==> config.mk <==
export PLATFORM = sky130hd
export DESIGN_NAME = vec_irq_entry
export DESIGN_NICKNAME = d
export VERILOG_FILES = /design/src/rtl/vec_irq_entry.sv
export SDC_FILE = /design/constraint.sdc
export NUM_CORES = 1
export LEC_CHECK = 0
export ABC_AREA = 1
export CORE_MARGIN = 2
export CORE_UTILIZATION = 34
export CTS_BUF_LIST = sky130_fd_sc_hd__clkbuf_4
export DETAILED_ROUTE_END_ITERATION = 8
export PLACE_DENSITY = 0.73
export SLEW_MARGIN = 30
export SYNTH_ARGS = -nofsm -noshare
export SYNTH_HDL_FRONTEND = slang
export SYNTH_SLANG_ARGS = --single-unit
==> constraint.sdc <==
create_clock -name clk -period 2.8 [get_ports clk]
set_input_delay 0.42 -clock clk [delete_from_list [all_inputs] [get_ports clk]]
set_output_delay 0.42 -clock clk [all_outputs]
set_load 0.005 [all_outputs]
==> src/rtl/vec_irq_entry.sv <==
module vec_irq_entry #(
  parameter int DW    = 32,
  parameter int SET_W = 2,
  parameter int LVL_W = 6
) (
  input  logic             clk,
  input  logic             rst_n,
  input  logic             req_valid,
  output logic             req_ready,
  input  logic [DW-1:0]    req_handler,
  input  logic [SET_W-1:0] req_set,
  input  logic [LVL_W-1:0] req_level,
  input  logic             req_nmi,
  input  logic [DW-1:0]    cur_status,
  input  logic [DW-1:0]    cur_pc,
  output logic             status_we,
  output logic [DW-1:0]    status_wdata,
  output logic             estatus_we,
  output logic [DW-1:0]    estatus_wdata,
  output logic [SET_W-1:0] shadow_set,
  output logic             shadow_st_we,
  output logic [DW-1:0]    shadow_st_wdata,
  output logic             shadow_ea_we,
  output logic [DW-1:0]    shadow_ea_wdata,
  output logic             pc_we,
  output logic [DW-1:0]    pc_wdata
);
  localparam int U_B    = 0;
  localparam int EH_B   = 1;
  localparam int IH_B   = 2;
  localparam int NMI_B  = 3;
  localparam int RSIE_B = 4;
  localparam int SRS_B  = 5;
  localparam int IL_LO  = 6;
  localparam int CRS_LO = IL_LO + LVL_W;
  localparam int PRS_LO = CRS_LO + SET_W;

  logic             accept, eh_clr, to_shadow;
  logic [SET_W-1:0] old_crs;
  logic [DW-1:0]    nst, saved;

  assign accept    = req_valid & req_ready;
  assign old_crs   = cur_status[CRS_LO +: SET_W];
  assign eh_clr    = ~cur_status[EH_B];
  assign to_shadow = req_set != '0;

  always_comb begin
    nst = cur_status;
    nst[CRS_LO +: SET_W] = req_set;
    nst[IL_LO +: LVL_W]  = req_level;
    nst[NMI_B]  = req_nmi;
    nst[RSIE_B] = 1'b0;
    nst[U_B]    = 1'b0;
    nst[IH_B]   = 1'b1;
    if (eh_clr) nst[PRS_LO +: SET_W] = old_crs;
  end

  always_comb begin
    saved = cur_status;
    if (req_set != old_crs) saved[SRS_B] = 1'b1;
  end

  always_ff @(posedge clk) begin
    if (!rst_n) begin
      req_ready       <= 1'b0;
      status_we       <= 1'b0;
      estatus_we      <= 1'b0;
      shadow_st_we    <= 1'b0;
      shadow_ea_we    <= 1'b0;
      pc_we           <= 1'b0;
      status_wdata    <= '0;
      estatus_wdata   <= '0;
      shadow_set      <= '0;
      shadow_st_wdata <= '0;
      shadow_ea_wdata <= '0;
      pc_wdata        <= '0;
    end else begin
      req_ready    <= ~accept;
      status_we    <= accept;
      pc_we        <= accept;
      estatus_we   <= accept & eh_clr & ~to_shadow;
      shadow_st_we <= accept & eh_clr & to_shadow;
      shadow_ea_we <= accept & eh_clr;
      if (accept) begin
        status_wdata    <= nst;
        estatus_wdata   <= cur_status;
        shadow_set      <= req_set;
        shadow_st_wdata <= saved;
        shadow_ea_wdata <= cur_pc + DW'(4);
        pc_wdata        <= req_handler;
      end
    end
  end
endmodule


# Word-level counts from Yosys, hierarchy flattened
# Index checks and enable logic that the tools add are counted.
# W data, S select, Z words.
[word_totals]
register_bits = 165
output_inout_bits = 168
inputBits = 108
[op_classes]
n_eq_ne = 1
n_mux = 2
n_reduce_logical = 1
n_addsub = 1
bitwise = 7
[op_table]
columns = ["operator", "count"]
rows = [
  ["$add A32 B3 Y32 const B", 1],
  ["$and A1 B1 Y1", 4],
  ["$not A1 Y1", 3],
  ["$mux W2", 1],
  ["$ne A2 B2 Y1", 1],
  ["$reduce_bool A2 Y1", 1],
  ["$mux W1", 1],
]

# Depth between registers and ports, before layout
# Gate-level depths: netlist (run 1).
[logic_depth]
ltp_word = 3
depth_mapped = 9
mapped_depth_nobuf = 9

# Worst setup path after synthesis (run 1)
# OpenSTA, ideal clock, no wires.
[synth_timing]
path_type = "input-to-reg"
start = "input port cur_pc[2]"
end = "register shadow_ea_wdata[22]"
path_stages = 8
required_time_ns = 2.687
arrival_time_ns = 1.231
n_path_buf = 0
path_slack_ns = 1.455
cell_sequence = "ha_1 nand2_2 nor2_4 nand2_4 nor2_4 nand3_1 nand3_1 nand2_1"
[synth_via]
elab_chain_len = 1
[synth_lines]
columns = ["element", "line", "text"]
rows = [
  ["start: declaration", "15", "input logic [DW-1:0] cur_pc,"],
  ["$add A32 B3 Y32", "89", "shadow_ea_wdata <= cur_pc + DW'(4);"],
  ["end signal: assignment", "89", ""],
  ["end: declaration", "24", "output logic [DW-1:0] shadow_ea_wdata,"],
]
# Every way passes these cells.
# A chain may end at the register's enable or synchronous reset.

==> out/qor.yml, run 1 <==
fin_setup_tns_ns: 0
netlist_area_mm2: 0.00480
hp-class: "flop to flop"
drv_slew: 0
track_usage: 0.204
post-cts-setup-buffers: 0
area_growth_pct: 57.7
htree_levels: 4
drive_gt1_frac: 0.0838
detail_route.vias_per_cell: 4.71
synthFlopType: "dfxtp_1"
power.density_mw_per_mm2: 473
avgSynthCellArea_um2: 8.50
p_int_mw: 2.62
total_power_mw: 3.59
root_buffer: "clkbuf_4"
cts_sinks: 114
yosys-top-cells-count: "138 x nand2_1, 114 x dfxtp_1, 70 x a22o_1"
maxSlewHeadroom: 0.616
drt_iter0_drc: 278
ir_drop_mv: 0.209
routed.top_layer: "met4"
drc: 0
die_h_um: 123
gp_congestion: 0.902
preCtsSetupSlack_ns: 0.688
slowest_delay_ns: 0.55
dr_wl_met3_um: 1280
ios: 276
r2r_cells: 5
cts_resized: 0
synth_edf_count: 0
fp-row-count: 43
dpl.hpwl_um: 11900
ys_types: 28
cp_slowest_cell: "clkdlybuf4s50_1"
seqPwrFrac: 0.490
die_area_mm2: 0.0151
worstSetupStartpointType: "flop"
cts_buffers: 17
fin_ws_ns: 0.843
cts.clk_slew.worst_paths_ns: 0.10
diodes: 0
yosysWarnings: 0
worst_pin_slew_ns: 0.577
first_pass_iters: 4
grt_overflow: 0
core_mm2: 0.0138
crit_arrival_ns: 1.54
finalClockSkew_ns: 0.0136
worstPathRequired_ns: 2.38
cts_tree: "done"
die_w_um: 123
grt_pass1_vias: 4526
status: "finished, final reports clean"
routed_wl_um: 15600
synthArstFlopShare: 0
finalHoldViolCount: 0
path_max_fanout: 4
setup_violations: 0
power_leakage_nw: 3.02
p_clk_frac: 0.340
clock_latency_ns: 0.53
dr_wl_met2_um: 7810
yosysMostFrequentCell: "nand2_1"
path_buf_inv: 1
holdWs_ns: 0.456
cp.depth: 1
fin_crit_ns: 1.96
met1_length_um: 6140
antenna_found_initial: 0
synth_area_leaders: "dfxtp_1 48%, a22o_1 13%, nand2_1 11%"
combPwrFrac: 0.170
crit_chain: "clkdlybuf4s50_1"
path_delay_family: "buffers and inverters"
fin_util: 0.548
grt_max_degree: 54
min_path_cells: 2
rsz0062_at_grt: "false"
ys_seq_area_frac: 0.475
yosysTopAreaCell: "dfxtp_1"
vias: 4620
wl_per_cell_um: 16.0
cp-end-kind: "output port"
synth_seq_cells: 114
grt_pass1_wl_um: 23600
hold_buffers: 0
path_class: "flop to output port"
synth_top_area_frac: 0.475
maxClockFrequency_mhz: 511
synthCells: 565
ant_nets: 0
start_util: 0.347
max-cap-violations: 0
clock_path_buffers: 2
final_nets: 896
p_sw_mw: 0.966
finalCritPeriodShare: 0.699
swShare: 0.269
io_buffer_count: 273
## final timing paths
path	start	end	slack, ns
worst min-delay path	status_wdata[2]$_SDFFE_PN0N_	status_wdata[2]$_SDFFE_PN0N_	0.46
worst max-delay path	estatus_wdata[1]$_SDFFE_PN0N_	status_wdata[1]	0.84
worst min register to register	status_wdata[2]$_SDFFE_PN0N_	status_wdata[2]$_SDFFE_PN0N_	0.46
worst max register to register	req_ready$_SDFF_PN0_	estatus_wdata[18]$_SDFFE_PN0N_	1.26
## layer usage
metal | vias to the layer above | GRT usage
li1 | 2275 | -
met2 | 180 | 0.359
met5 | - | 0
met3 | 25 | 0.0618
met1 | 2140 | 0.226
met4 | 0 | 0.0891
## state kept, by name, summed over array words and instances (netlist names)
| signal | cells |
|---|---|
| estatus_wdata | 32 |
| estatus_we | 1 |
| pc_wdata | 32 |
| pc_we | 1 |
| req_ready | 1 |
| shadow_ea_wdata | 32 |
| shadow_ea_we | 1 |
| shadow_set | 1 |
| shadow_st_wdata | 1 |
| shadow_st_we | 1 |
| status_wdata | 11 |
## area by class of cell
class,count,area (um^2)
fillers,1194,6250
inverters,32,121
flip-flops and latches,114,2280
well taps,180,225
multi-input cells,344,1880
repair buffers,278,2780
clock buffers,17,128
clock inverters,15,159
## layout by cell type, fill, tap and decap left out
master           count
a21oi_1              8
a22o_1              70
a31oi_1              1
and2_1               1
buf_12               1
buf_4                4
bufinv_16            2
clkbuf_4            17
clkdlybuf4s50_1    273
clkinv_2             4
clkinv_4             4
clkinvlp_4           3
conb_1               2
dfxtp_1            114
ha_1                 1
inv_1               27
inv_2                4
inv_6                3
nand2_1            138
nand2_2              9
nand2_4              1
nand3_1             32
nand3b_1             1
nor2_1              38
nor2_2               5
nor2_4               9
nor2_8               1
nor3_1               1
nor3b_1              1
o211ai_1             1
o21ai_0             10
o21ai_1             11
o21bai_1             1
or2_1                2
## power by group through the flow
| stage | Sequential (mW) | Clock, mW | Combinational, mW |
|---|---|---|---|
| after floorplan | 1.79 | 0 | 0.217 |
| after global placement | 1.79 | 0 | 0.603 |
| after detailed placement | 1.79 | 0 | 0.611 |
| after CTS | 1.76 | 1.27 | 0.615 |
| after global routing | 1.77 | 1.32 | 0.660 |
| final | 1.76 | 1.22 | 0.610 |
## per-stage QoR
step,cells,instance area (um^2)
3_3_place_gp,948,7290
4_1_cts,980,7580
5_1_grt,980,7580
2_1_floorplan,566,4810
6_report,980,7580
3_5_place_dp,948,7290
## cells by family after synthesis
family,count (synthesis),synth area share
AOI/OAI and AO/OA,102,0.162
adders and majority gates,1,0.00260
buffers and inverters,108,0.135
DFF,114,0.475
other,1,0.000781
and+or+nand+nor,239,0.225
Note: power is estimated with default switching activity, not from simulation.
==> run 2: changes to the inputs <==
==> constraint.sdc (replaced) <==
create_clock -name clk -period 1.9 [get_ports clk]
set_input_delay 0.285 -clock clk [delete_from_list [all_inputs] [get_ports clk]]
set_output_delay 0.285 -clock clk [all_outputs]
set_load 0.005 [all_outputs]
==> run 2 against run 1 <==
  * Die area stayed put
  * Clock power up 35%
  * Setup slack worse by 0.69 ns
==> out/qor.yml, run 2 (synthesis results as in run 1) <==
status: "finished, final reports clean"  # unchanged
clock_latency_ns: 0.50  # was 0.53 ns
path_class: "flop to output port"  # unchanged
cp.depth: 1  # unchanged
ant_nets: 0  # unchanged
final-instance-count-excl-fill: 978  # was 980
cts_tree: "done"  # unchanged
placed_area_mm2: 0.00732  # was 0.00729 mm^2
hold_buffers: 0  # unchanged
hp-class: "input port to flop"  # was flop to flop
track_usage: 0.204  # about the same
clock_path_buffers: 2  # unchanged
slowest_delay_ns: 0.54  # was 0.55 ns
rsz0062_at_grt: "false"  # unchanged
finalClockSkew_ns: 0.0116  # was 0.0136 ns
first_pass_iters: 5  # was 4
fin_util: 0.547  # was 0.548
area_growth_pct: 57.5  # was 57.7%
diodes: 0  # unchanged
fin_crit_ns: 1.75
max-cap-violations: 0  # unchanged
finalHoldViolCount: 0  # unchanged
worstPathRequired_ns: 1.62  # was 2.38 ns
wl_per_cell_um: 16.2  # was 16.0 um
path_max_fanout: 4  # unchanged
cts_sinks: 114  # unchanged
finalCritPeriodShare: 0.920
root_buffer: "clkbuf_4"  # unchanged
die_area_mm2: 0.0151  # unchanged
cp_slowest_cell: "clkdlybuf4s50_1"  # unchanged
cp-end-kind: "output port"  # unchanged
drt_iter0_drc: 206  # was 278
place_inst: 948  # unchanged
final_common_cell: "clkdlybuf4s50_1"  # unchanged
htree_levels: 4  # unchanged
fp-row-count: 43  # unchanged
drv_slew: 0  # unchanged
antenna_found_initial: 0  # unchanged
grt_overflow: 0  # unchanged
routed_wl_um: 15900  # was 15600 um
fin_area_mm2: 0.00757  # was 0.00758 mm^2
cts_buffers: 17  # unchanged
grt_max_degree: 62  # was 54
die_h_um: 123  # unchanged
largest_registers: "estatus_wdata: 32 flops, pc_wdata: 32 flops, shadow_ea_wdata: 32 flops"  # unchanged
nFillCells: 1204  # was 1194
grt.busiest_layer: "met2"  # unchanged
power.density_mw_per_mm2: 681  # was 473 mW/mm^2
vias: 4715  # was 4620
ios: 276  # unchanged
io_buffer_count: 273  # unchanged
layout_common_cells: "273 x clkdlybuf4s50_1, 138 x nand2_1, 113 x dfxtp_1, 70 x a22o_1, 38 x nor2_1"  # was 273 x clkdlybuf4s50_1, 138 x nand2_1, 114 x dfxtp_1, 70 x a22o_1, 38 x nor2_1
power_leakage_nw: 3.02  # about the same
grt_util_met1: 0.233  # was 0.226
crit_chain: "clkdlybuf4s50_1"  # unchanged
maxClockFrequency_mhz: 572
grt_pass1_vias: 4605  # was 4526
worstSetupStartpointType: "flop"  # unchanged
drive_gt1_frac: 0.0789  # was 0.0838
path_delay_family: "buffers and inverters"  # unchanged
min_path_cells: 2  # unchanged
dpl.hpwl_um: 11900  # about the same
grt_use_met3: 0.0785  # was 0.0618
cts.clk_slew.worst_paths_ns: 0.10  # about the same
grt.met2_usage: 0.352  # was 0.359
detail_route.vias_per_cell: 4.82  # was 4.71
path_buf_inv: 1  # unchanged
core_mm2: 0.0138  # unchanged
crit_arrival_ns: 1.46  # was 1.54 ns
setup_violations: 0  # unchanged
start_util: 0.347  # unchanged
grt_pass1_wl_um: 23500  # was 23600 um
holdWs_ns: 0.383  # was 0.456 ns
seqCellArea_mm2: 0.00228  # about the same
multi_input_comb_area_mm2: 0.00188  # unchanged
final_nets: 896  # unchanged
gp_congestion: 0.931  # was 0.902
drc: 0  # unchanged
r2r_cells: 6  # was 5
die_w_um: 123  # unchanged
ir_drop_mv: 0.299  # was 0.209 mV
==> run 2: layer usage <==
layer	share of wire	wire length, um	vias to the layer above
li1	-	-	2271
met1	0.39	6120	2214
met2	0.50	8010	214
met3	0.097	1540	16
met4	0.012	184	0
met5	0	0	-
==> run 2: final cells by class <==
| class | count | area share |
|---|---|---|
| well taps | 180 | 0.0298 |
| inverters | 32 | 0.0160 |
| repair buffers | 278 | 0.371 |
| clock inverters | 9 | 0.0121 |
| clock buffers | 21 | 0.0208 |
| flip-flops and latches | 114 | 0.302 |
| multi-input cells | 344 | 0.248 |
==> run 2: repair_timing <==
action	4_1_cts	5_1_grt
buffers inserted	0	0
setup endpoints to repair	0	3
resized for setup	0	1
hold endpoints to repair	0	0
==> run 2: where the power goes <==
part	total, mW	leakage [nW]	internal [mW]	switching [mW]
registers	2.59	0.931	2.51	0.0839
logic	0.908	1.95	0.570	0.338
clock network	1.65	0.145	0.804	0.851
total	5.15	3.02	3.88	1.27
==> run 2: path summary, 6_finish.rpt <==
path	start	to	slack, ns
setup / recovery	estatus_wdata[21]$_SDFFE_PN0N_	status_wdata[21]	0.15
hold / removal	req_handler[13]	pc_wdata[13]$_SDFFE_PN0N_	0.38
hold reg to reg	status_wdata[2]$_SDFFE_PN0N_	status_wdata[2]$_SDFFE_PN0N_	0.45
setup reg to reg	req_ready$_SDFF_PN0_	shadow_ea_wdata[8]$_SDFFE_PN0N_	0.56
==> run 2: metrics by stage <==
stage	worst slack, ns	setup TNS [ns]	total power, mW
floorplan	0.690	0	2.96
global placement	0.0451	0	3.54
detailed placement	-0.00205	-0.00205	3.55
CTS	0.0149	0	5.21
global route	0.0111	0	5.41
finish	0.152	0	5.15
==> run 3: changes to the inputs <==
--- a/config.mk
+++ b/config.mk
@@ -6,11 +6,13 @@
 export NUM_CORES = 1
 export LEC_CHECK = 0
 export ABC_AREA = 1
+export CAP_MARGIN = 20
 export CORE_MARGIN = 2
 export CORE_UTILIZATION = 34
 export CTS_BUF_LIST = sky130_fd_sc_hd__clkbuf_4
 export DETAILED_ROUTE_END_ITERATION = 8
 export PLACE_DENSITY = 0.73
+export SKIP_LAST_GASP = 1
 export SLEW_MARGIN = 30
 export SYNTH_ARGS = -nofsm -noshare
 export SYNTH_HDL_FRONTEND = slang
==> results of run 3 <==
Same layout as run 2: the final DEF is identical, and so are final timing and power.
